**config.mk**
```make
export PLATFORM = sky130hd
export DESIGN_NAME = atomic_add_seq
export DESIGN_NICKNAME = d
export VERILOG_FILES = /design/src/rtl/atom_pkg.sv /design/src/rtl/atom_ctrl.sv /design/src/rtl/atom_datapath.sv /design/src/rtl/atom_retry.sv /design/src/rtl/atomic_add_seq.sv
export SDC_FILE = /design/constraint.sdc
export NUM_CORES = 1
export LEC_CHECK = 0
export BUFFER_PORTS_ARGS = -buffer_cell sky130_fd_sc_hd__buf_2
export CORE_ASPECT_RATIO = 1.75
export CORE_UTILIZATION = 45
export CTS_CLUSTER_SIZE = 14
export DETAILED_ROUTE_END_ITERATION = 8
export PLACE_DENSITY = 0.7
export SYNTH_ARGS = -nofsm -noshare
export SYNTH_HDL_FRONTEND = slang
export SYNTH_SLANG_ARGS = --single-unit
```
**constraint.sdc**
```tcl
create_clock -name clk -period 4.9 [get_ports clk]
set_input_delay 0.49 -clock clk [delete_from_list [all_inputs] [get_ports clk]]
set_output_delay 0.49 -clock clk [all_outputs]
set_load 0.05 [all_outputs]
```
**src/rtl/atom_pkg.sv**
```systemverilog
// Shared types for the atomic add sequencer.
// Assumes: nothing beyond IEEE 1800-2017.
package atom_pkg;

    // Control states of the sequencer
    typedef enum logic [2:0] {
        ST_IDLE       = 3'd0,
        ST_LOAD       = 3'd1,
        ST_WAIT_LOAD  = 3'd2,
        ST_ADD        = 3'd3,
        ST_STORE      = 3'd4,
        ST_WAIT_STORE = 3'd5,
        ST_DONE       = 3'd6
    } seq_state_t;

endpackage

```
**src/rtl/atom_ctrl.sv**
```systemverilog
// Control state machine of the atomic add sequencer.
// Does: walks load-exclusive, add, store-exclusive, and loops back on a refused store.
// Assumes: the responder acknowledges at least one cycle after a request pulse,
// and at_limit reports that the refused count already equals the limit.
module atom_ctrl
    import atom_pkg::*;
(
    input  logic       clk,
    input  logic       rst_n,
    input  logic       start,
    input  logic       mem_ack,
    input  logic       mem_status,
    input  logic       at_limit,
    output seq_state_t state,
    output logic       accept,
    output logic       load_cap,
    output logic       sum_en,
    output logic       fail_evt,
    output logic       err_set,
    output logic       mem_req,
    output logic       mem_excl_store,
    output logic       done
);

    seq_state_t state_q, state_d;

    // Next-state and strobe decode
    always_comb begin
        state_d  = state_q;
        accept   = 1'b0;
        load_cap = 1'b0;
        sum_en   = 1'b0;
        fail_evt = 1'b0;
        err_set  = 1'b0;
        unique case (state_q)
            ST_IDLE: begin
                if (start) begin
                    accept  = 1'b1;
                    state_d = ST_LOAD;
                end
            end
            ST_LOAD:      state_d = ST_WAIT_LOAD;
            ST_WAIT_LOAD: begin
                if (mem_ack) begin
                    load_cap = 1'b1;
                    state_d  = ST_ADD;
                end
            end
            ST_ADD: begin
                sum_en  = 1'b1;
                state_d = ST_STORE;
            end
            ST_STORE:     state_d = ST_WAIT_STORE;
            ST_WAIT_STORE: begin
                if (mem_ack) begin
                    if (!mem_status) begin
                        state_d = ST_DONE;
                    end else begin
                        fail_evt = 1'b1;
                        if (at_limit) begin
                            err_set = 1'b1;
                            state_d = ST_DONE;
                        end else begin
                            state_d = ST_LOAD;
                        end
                    end
                end
            end
            ST_DONE:      state_d = ST_IDLE;
            default:      state_d = ST_IDLE;
        endcase
    end

    // State register
    always_ff @(posedge clk) begin
        if (!rst_n) state_q <= ST_IDLE;
        else        state_q <= state_d;
    end

    // Bus and completion outputs decoded from the registered state
    always_comb begin
        mem_req        = (state_q == ST_LOAD) || (state_q == ST_STORE);
        mem_excl_store = (state_q == ST_STORE);
        done           = (state_q == ST_DONE);
    end

    assign state = state_q;

endmodule

```
**src/rtl/atom_datapath.sv**
```systemverilog
// Datapath of the atomic add sequencer.
// Does: holds the target address and operand, captures the loaded word and
// forms the wrapping sum that the store-exclusive writes.
// Assumes: strobes come from atom_ctrl and are mutually exclusive.
module atom_datapath #(
    parameter int ADDR_W = 32,
    parameter int DATA_W = 32
) (
    input  logic              clk,
    input  logic              rst_n,
    input  logic              accept,
    input  logic              load_cap,
    input  logic              sum_en,
    input  logic [ADDR_W-1:0] op_addr,
    input  logic [DATA_W-1:0] op_addend,
    input  logic [DATA_W-1:0] mem_rdata,
    output logic [ADDR_W-1:0] mem_addr,
    output logic [DATA_W-1:0] mem_wdata
);

    logic [ADDR_W-1:0] addr_q;
    logic [DATA_W-1:0] addend_q;
    logic [DATA_W-1:0] loaded_q;
    logic [DATA_W-1:0] sum_q;

    // Latch the request fields when a start is accepted
    always_ff @(posedge clk) begin
        if (!rst_n) begin
            addr_q   <= '0;
            addend_q <= '0;
        end else if (accept) begin
            addr_q   <= op_addr;
            addend_q <= op_addend;
        end
    end

    // Capture the value returned by each load-exclusive
    always_ff @(posedge clk) begin
        if (!rst_n)        loaded_q <= '0;
        else if (load_cap) loaded_q <= mem_rdata;
    end

    // Register the modulo-2^DATA_W sum for the store-exclusive
    always_ff @(posedge clk) begin
        if (!rst_n)      sum_q <= '0;
        else if (sum_en) sum_q <= loaded_q + addend_q;
    end

    assign mem_addr  = addr_q;
    assign mem_wdata = sum_q;

endmodule

```
**src/rtl/atom_retry.sv**
```systemverilog
// Retry bookkeeping of the atomic add sequencer.
// Does: counts refused store-exclusives per operation and flags an overrun.
// Assumes: fail_evt pulses once per refused store; accept clears both values.
module atom_retry #(
    parameter int RETRY_LIMIT = 3,
    parameter int CNT_W       = 3
) (
    input  logic             clk,
    input  logic             rst_n,
    input  logic             accept,
    input  logic             fail_evt,
    input  logic             err_set,
    output logic             at_limit,
    output logic [CNT_W-1:0] count,
    output logic             error
);

    localparam logic [CNT_W-1:0] LIMIT_V = CNT_W'(RETRY_LIMIT);

    logic [CNT_W-1:0] count_q;
    logic             error_q;

    // Count refused stores of the current operation
    always_ff @(posedge clk) begin
        if (!rst_n)        count_q <= '0;
        else if (accept)   count_q <= '0;
        else if (fail_evt) count_q <= count_q + 1'b1;
    end

    // Error flag: set on overrun, cleared by the next accepted start
    always_ff @(posedge clk) begin
        if (!rst_n)       error_q <= 1'b0;
        else if (accept)  error_q <= 1'b0;
        else if (err_set) error_q <= 1'b1;
    end

    assign at_limit = (count_q == LIMIT_V);
    assign count    = count_q;
    assign error    = error_q;

endmodule

```
**src/rtl/atomic_add_seq.sv**
```systemverilog
// Top of the atomic add sequencer.
// Does: performs load-exclusive / add / store-exclusive and retries on a refused store
// until success or until RETRY_LIMIT refusals have been exceeded.
// Assumes: an external exclusive monitor and memory answer one request at a time.
module atomic_add_seq #(
    parameter int ADDR_W      = 32,
    parameter int DATA_W      = 32,
    parameter int RETRY_LIMIT = 3,
    parameter int CNT_W       = $clog2(RETRY_LIMIT + 2)
) (
    input  logic              clk,
    input  logic              rst_n,
    input  logic              op_start,
    input  logic [ADDR_W-1:0] op_addr,
    input  logic [DATA_W-1:0] op_addend,
    output logic              op_done,
    output logic [CNT_W-1:0]  op_retries,
    output logic              op_error,
    output logic              mem_req,
    output logic              mem_excl_store,
    output logic [ADDR_W-1:0] mem_addr,
    output logic [DATA_W-1:0] mem_wdata,
    input  logic              mem_ack,
    input  logic [DATA_W-1:0] mem_rdata,
    input  logic              mem_status
);

    import atom_pkg::*;

    seq_state_t state;
    logic accept, load_cap, sum_en, fail_evt, err_set, at_limit;

    atom_ctrl u_ctrl (
        .clk            (clk),
        .rst_n          (rst_n),
        .start          (op_start),
        .mem_ack        (mem_ack),
        .mem_status     (mem_status),
        .at_limit       (at_limit),
        .state          (state),
        .accept         (accept),
        .load_cap       (load_cap),
        .sum_en         (sum_en),
        .fail_evt       (fail_evt),
        .err_set        (err_set),
        .mem_req        (mem_req),
        .mem_excl_store (mem_excl_store),
        .done           (op_done)
    );

    atom_datapath #(
        .ADDR_W (ADDR_W),
        .DATA_W (DATA_W)
    ) u_dp (
        .clk       (clk),
        .rst_n     (rst_n),
        .accept    (accept),
        .load_cap  (load_cap),
        .sum_en    (sum_en),
        .op_addr   (op_addr),
        .op_addend (op_addend),
        .mem_rdata (mem_rdata),
        .mem_addr  (mem_addr),
        .mem_wdata (mem_wdata)
    );

    atom_retry #(
        .RETRY_LIMIT (RETRY_LIMIT),
        .CNT_W       (CNT_W)
    ) u_retry (
        .clk      (clk),
        .rst_n    (rst_n),
        .accept   (accept),
        .fail_evt (fail_evt),
        .err_set  (err_set),
        .at_limit (at_limit),
        .count    (op_retries),
        .error    (op_error)
    );

endmodule

```
==> metrics, run 1 <==
slowest stage cell, crit path=fa_1; router iterations before antenna repair=4; CP bufs+invs=0; worst vdd ir=0.260 mV; largest net degree at the start of global routing=66; num ports=172; P&R area growth vs syn=23.1%; Post-Syn Nets=987; Port Buffers=171; DR DRC count=0; critical path cell sequence=ha_1 > fa_1 > a21o_1 > a221oi_2 > o21ai_0 > a31o_2 > a31oi_1 > a21bo_2 > mux2i_1 > o21ai_0; Worst Skew=0.00801 ns; initial core utilization=46.3%; Final nets=1,131; initial antenna violation count=0; routed wl met2=9.28 mm; area taken by multi-input logic gates=0.00354 mm^2; post-synthesis async set-or-reset flop share=0%; Sink Count=135; final hold violations=0; RSZ-0062 raised after global routing=false; Die Y=161 um; post-synth cell types=50; ant diodes=0; total die area=0.0149 mm^2; met3 routed WL=887 um; Setup Buffers After CTS=0; CP max stage delay=0.42 ns; clk root buf=clkbuf_16; Worst Setup End Kind=register; wl on met1=6.95 mm; first-pass GRT wire length=27.9 mm; Final GP Congestion=0.900; fmax=350 MHz; Tmin final=2.86 ns; critical path data required time=5.20 ns; core area=0.0140 mm^2; number of core rows=57; HP Class=input pin to register; Vias/cell=5.24; Filler cells=1,423; final period utilization=58.3%; Top delay family on crit path=compound AO/OA/AOI/OAI gates; Crit Path Category=register to register; Slew headroom=45.6%; status=completed; GRT overflow=0; crit path launch type=register; Final setup viols=0; mean post-synth cell area=7.59 um^2; Power Density=384 mW/mm^2; fin area=0.00797 mm^2; Inst Count DP=1,154; Total Routing Usage GR=23.7%; vias in the first global route=6,029; Register Area=0.00270 mm^2; sequential share of the synthesized area=41.8%; crit path max fanout=4; utilization after layout=57.0%; Lkg Pwr=3.51 nW; Finished Layout Cells=1,186; EDFF count, synth=0; CTS tree=built; measured slew at the worst slew-check pin=0.816 ns; Yosys reg bits=135; Power, Total=3.06 mW; share of layout cells above drive strength 1=22.1%; WL per Instance=14.7 um; hold_buf cts=0; CTS Buf Count=17; cts repair resizes=0; hpwl dp=12.8 mm; Die X=92.6 um; First DRT Iteration DRCs=253; CP Data Arrival Time=3.16 ns; max-slew violations=0; cell count after synthesis=852; Routed WL=17.5 mm; clock slew at reported path FFs=0.06 ns; CTS H-tree depth=4; MaxCap Viol Count=0; clk_lat worst skew=0.42 ns; Placed Area=0.00741 mm^2; Clock Path Buffers=2; post-route setup TNS=0 ns; Netlist Area Pre-Place=0.00647 mm^2; top routing layer in use=met4; Synth warnings=0; via count=6,214; Synth Flop Type=dfxtp_1; Antenna Nets Post-Route=0; most used cell, CP=o21ai_0
## layer usage
metal,global-route usage (%),vias up
li1,-,3198
met1,24.8,2816
met2,44.5,174
met3,5.21,26
met4,9.86,0
met5,0,-
## synthesized netlist by cell type (3+ instances only)
cell / instances / area (um^2)
a211o_1: 3 / 26.3
a211oi_1: 9 / 67.6
a21o_1: 11 / 82.6
a21oi_1: 154 / 771
a31oi_1: 4 / 25.0
and2_1: 3 / 18.8
and3_1: 7 / 43.8
clkbuf_1: 51 / 191
dfxtp_1: 135 / 2700
ha_1: 33 / 413
inv_1: 6 / 22.5
mux2i_1: 4 / 40.0
nand2_1: 260 / 976
nand2b_1: 3 / 18.8
nand3_1: 17 / 85.1
nand4_1: 6 / 37.5
nor2_1: 29 / 109
nor2b_1: 7 / 43.8
nor3_1: 5 / 25.0
nor4_1: 4 / 25.0
o211ai_1: 3 / 22.5
o21ai_0: 30 / 150
o21bai_1: 7 / 52.6
or3_1: 3 / 18.8
xnor2_1: 16 / 140
xor2_1: 11 / 96.3
## through the flow
| step | setup slack, ns | hold WS [ns] |
|---|---|---|
| after detailed placement | 2.09 | 0.443 |
| after CTS | 2.06 | 0.283 |
| after global placement | 2.15 | 0.438 |
| after global routing | 1.86 | 0.300 |
| after floorplan | 2.35 | 0.440 |
| final | 2.04 | 0.300 |
## where the power goes
| group | switching, mW | internal (mW) | total (mW) | leakage [nW] |
|---|---|---|---|---|
| registers | 0.0519 | 1.18 | 1.23 | 1.10 |
| logic | 0.436 | 0.192 | 0.628 | 2.14 |
| clock network | 0.502 | 0.699 | 1.20 | 0.267 |
## path summary, 6_finish.rpt
| kind | start | end | slack, ns | cells after the start |
|---|---|---|---|---|
| worst max-delay path | u_dp.loaded_q[0] | u_dp.mem_wdata[28] | 2.04 | 10 |
| worst min register to register | u_dp.mem_wdata[7] | u_dp.mem_wdata[7] | 0.45 | 2 |
| worst min-delay path | op_addr[23] | u_dp.mem_addr[23] | 0.30 | 3 |
| worst max register to register | u_dp.loaded_q[0] | u_dp.mem_wdata[28] | 2.04 | 10 |
## sequential cells by signal, indices dropped and copies added, names as in the netlist
register,cells
u_dp.mem_wdata,32
u_dp.loaded_q,32
u_retry.error,1
u_dp.mem_addr,32
u_ctrl.state,3
u_retry.count,3
u_dp.addend_q,32
## cell type report
type                            instances  share of cell area, %
Clock buffer                           18                   5.39
Clock inverter                         14                   1.57
Inverter                                7                  0.346
Multi-Input combinational cell        656                   44.5
Sequential cell                       135                   33.9
Tap cell                              177                   2.78
Timing Repair Buffer                  179                   11.5
## kinds of logic after synthesis
kind of cell	Yosys count	synth area share [%]
AND/OR/NAND/NOR	349	22.2
AO/OA/AOI/OAI	242	21.4
flip-flops	135	41.8
buffers and inverters	61	3.58
adder cells (fa/ha/maj)	34	6.69
XOR/XNOR	27	3.65
multiplexers	4	0.619
## tightest hold or removal path: stages
cell and delay, ns:
buf_2 0.09, nand2_1 0.04, a21oi_1 0.05
## placed cells by master, fill, tap and decap left out, types with 8 or more instances in the layout
master	count
a21oi_1	154
buf_4	8
xor2_1	11
nand2_1	260
a21o_1	11
a211oi_1	9
ha_1	33
dfxtp_1	135
xnor2_1	16
nor2_1	28
nand3_1	17
o21ai_0	30
buf_2	171
clkbuf_16	17
Note: power is estimated with default switching activity, not from simulation.
==> inputs of run 2 (changes only) <==
--- a/config.mk
+++ b/config.mk
@@ -5,12 +5,13 @@
 export SDC_FILE = /design/constraint.sdc
 export NUM_CORES = 1
 export LEC_CHECK = 0
+export ABC_AREA = 1
 export BUFFER_PORTS_ARGS = -buffer_cell sky130_fd_sc_hd__buf_2
 export CORE_ASPECT_RATIO = 1.75
 export CORE_UTILIZATION = 45
 export CTS_CLUSTER_SIZE = 14
 export DETAILED_ROUTE_END_ITERATION = 8
-export PLACE_DENSITY = 0.7
+export PLACE_DENSITY = 0.69
 export SYNTH_ARGS = -nofsm -noshare
 export SYNTH_HDL_FRONTEND = slang
 export SYNTH_SLANG_ARGS = --single-unit
==> constraint.sdc (replaced) <==
create_clock -name clk -period 3 [get_ports clk]
set_input_delay 0.3 -clock clk [delete_from_list [all_inputs] [get_ports clk]]
set_output_delay 0.3 -clock clk [all_outputs]
set_load 0.05 [all_outputs]
==> metrics, run 2 <==
status=complete, but fails checks (was completed); failing checks=design-rule violations; Synth area leaders=dfxtp_1, nand2_1, inv_1 (was dfxtp_1, nand2_1, a21oi_1); GRT met3 Usage=3.72% (was 5.21%); busiest layer in global routing=met2 (unchanged); WHS Path Cells=3 (unchanged); CP Data Arrival Time=2.36 ns (was 3.16 ns); clk_lat worst skew=0.42 ns (about the same); HP Class=input pin to register (unchanged); Vias/cell=4.88 (was 5.24); Total Routing Usage GR=25.1% (was 23.7%); total die area=0.0168 mm^2 (was 0.0149 mm^2); First DRT Iteration DRCs=269 (was 253); Hold Path Origin=mem_rdata[3] (was op_addr[23]); hpwl dp=15.6 mm (was 12.8 mm); worst slack at placement=1.00 ns (was 2.09 ns); Netlist Area Pre-Place=0.00733 mm^2 (was 0.00647 mm^2); Finished Layout Cells=1,492 (was 1,186); CTS Buf Count=17 (unchanged); Power Density=888 mW/mm^2 (was 384 mW/mm^2); GRT overflow=0 (unchanged); initial antenna violation count=0 (unchanged); crit path launch type=register (unchanged); count leader, synth=nand2_1 (unchanged); Synth warnings=0 (unchanged); post-synthesis async set-or-reset flop share=0% (unchanged); reg2reg start=u_dp.loaded_q[0] (unchanged); Worst Setup End Kind=register (unchanged); hold_ws=0.0995 ns (was 0.300 ns); Post-Syn Nets=1,270 (was 987); Antenna Nets Post-Route=0 (unchanged); fmax=491 MHz (was 350 MHz); GR Util met1=23.7% (was 24.8%); Placed Area=0.00830 mm^2 (was 0.00741 mm^2); CTS H-tree depth=4 (unchanged); Setup Buffers After CTS=0 (unchanged); ant diodes=0 (unchanged); cts repair resizes=0 (unchanged); Die Y=171 um (was 161 um); commonest non-fill, non-tap cells in the layout=nand2_1, inv_1, nor2_1, buf_2, dfxtp_1 (was nand2_1, buf_2, a21oi_1, dfxtp_1, ha_1); WL per Instance=13.7 um (was 14.7 um); initial core utilization=46.2% (was 46.3%); clk root buf=clkbuf_16 (unchanged); Sink Count=135 (unchanged); mean post-synth cell area=6.46 um^2 (was 7.59 um^2); R2R cell count=12 (was 10); Worst Skew=0.0109 ns (was 0.00801 ns); vias in the first global route=6,958 (was 6,029); Final WS setup=0.962 ns (was 2.04 ns); measured slew at the worst slew-check pin=1.09 ns (was 0.816 ns); Slew headroom=27.4% (was 45.6%); post-synth cell types=32 (was 50); Yosys reg bits=135 (unchanged); via count=7,274 (was 6,214); Inst Count DP=1,460 (was 1,154); core area=0.0159 mm^2 (was 0.0140 mm^2); EDFF count, synth=0 (unchanged); Routed WL=20.4 mm (was 17.5 mm); grt met2 use=49.5% (was 44.5%); share of layout cells above drive strength 1=17.3% (was 22.1%); commonest non-fill, non-tap cell in the layout=nand2_1 (unchanged); num ports=172 (unchanged); Final GP Congestion=0.936 (was 0.900); sequential share of the synthesized area=36.9% (was 41.8%); worst vdd ir=0.589 mV (was 0.260 mV); final period utilization=67.9% (was 58.3%); post-synth top area share=36.9% (was 41.8%); Crit Path Category=register to register (unchanged); Die X=98.5 um (was 92.6 um); Final setup viols=0 (unchanged); cell count after synthesis=1,135 (was 852); P&R area growth vs syn=21.3% (was 23.1%); RSZ-0062 raised after global routing=false (unchanged); hold endpoint=u_dp.loaded_q[3] (was u_dp.mem_addr[23]); first-pass GRT wire length=32.8 mm (was 27.9 mm); Final nets=1,425 (was 1,131); r2r setup slk=0.96 ns (was 2.04 ns); number of core rows=61 (was 57); commonest cells in the netlist=nand2_1, inv_1, nor2_1, dfxtp_1, a21oi_1 (was nand2_1, a21oi_1, dfxtp_1, clkbuf_1, ha_1); utilization after layout=56.0% (was 57.0%); Synth Flop Type=dfxtp_1 (unchanged); Tmin final=2.04 ns (was 2.86 ns); DR DRC count=5 (was 0); Yosys top cell by area=dfxtp_1 (unchanged); hold_buf cts=0 (unchanged); max-slew violations=0 (unchanged); Clock Path Buffers=2 (unchanged); final hold violations=0 (unchanged); Lkg Pwr=4.85 nW (was 3.51 nW); reg2reg end=u_dp.mem_wdata[20] (was u_dp.mem_wdata[28]); Port Buffers=171 (unchanged); largest net degree at the start of global routing=106 (was 66); CTS tree=built (unchanged); clock slew at reported path FFs=0.07 ns (was 0.06 ns); router iterations before antenna repair=9 (was 4); critical path data required time=3.32 ns (was 5.20 ns); Power, Total=7.89 mW (was 3.06 mW); post-route setup TNS=0 ns (unchanged); fin area=0.00889 mm^2 (was 0.00797 mm^2); crit path max fanout=4 (unchanged); MaxCap Viol Count=0 (unchanged)
==> run 2: changes by cell type after synthesis, sizes merged, moves of 17 or more <==
cell	delta
nor2	+147
clkbuf	-32
a21oi	-59
nand2	-22
nand3	+30
buf	+17
o21ai	+89
inv	+205
==> run 2: worst max-delay path by stage <==
| stage | startpoint | to |
|---|---|---|
| 6_report | u_dp.loaded_q[0] | u_dp.mem_wdata[20] |
| 5_1_grt | u_dp.loaded_q[0] | u_dp.mem_wdata[20] |
| 4_1_cts | u_dp.loaded_q[0] | u_dp.mem_wdata[20] |
| 3_5_place_dp | u_dp.loaded_q[0] | u_dp.mem_wdata[20] |
| 3_3_place_gp | u_dp.loaded_q[0] | u_dp.mem_wdata[20] |
| 2_1_floorplan | u_ctrl.state[2] | mem_req |
==> run 2: cells by family (layout without fill, tap and decap cells) <==
kind of cell / count (synthesis) / count (layout) / synth area share (%)
and+or+nand+nor: 474 / 474 / 26.2
DFF: 135 / 135 / 36.9
adders and majority gates: 34 / 34 / 5.91
AOI/OAI and AO/OA: 224 / 224 / 15.7
buffers and inverters: 253 / 421 / 13.6
xor gates and xnor gates: 15 / 15 / 1.79
==> run 2: routing by layer <==
layer | wire (um) | up-vias
li1 | - | 3834
met1 | 7480 | 3209
met2 | 11100 | 178
met3 | 698 | 53
met4 | 1130 | 0
met5 | 0 | -
==> run 2: area by class of cell <==
class / count / area [um^2]
well taps: 189 / 236
clock inverters: 14 / 161
flip-flops and latches: 135 / 2700
clock buffers: 18 / 429
inverters: 213 / 802
multi-input cells: 747 / 3640
fillers: 1671 / 6990
repair buffers: 176 / 918
==> run 2: critical path, cell delays in order (launching register included) <==
cell and delay (ns):
dfxtp_1 0.32, ha_1 0.24, fa_1 0.45, nand3_1 0.10, nand3_1 0.14, nand3_1 0.10, nand3_1 0.16, nand3_1 0.14
nand2_1 0.05, nand2_1 0.05, nand3_1 0.06, nand2_1 0.07, inv_1 0.03
==> run 2: where the power goes <==
group | total [mW] | internal, mW | switching [mW] | leakage [nW]
clock | 2.10 | 1.18 | 0.920 | 0.284
sequential | 2.55 | 2.26 | 0.289 | 1.10
combinational | 3.24 | 0.905 | 2.34 | 3.46
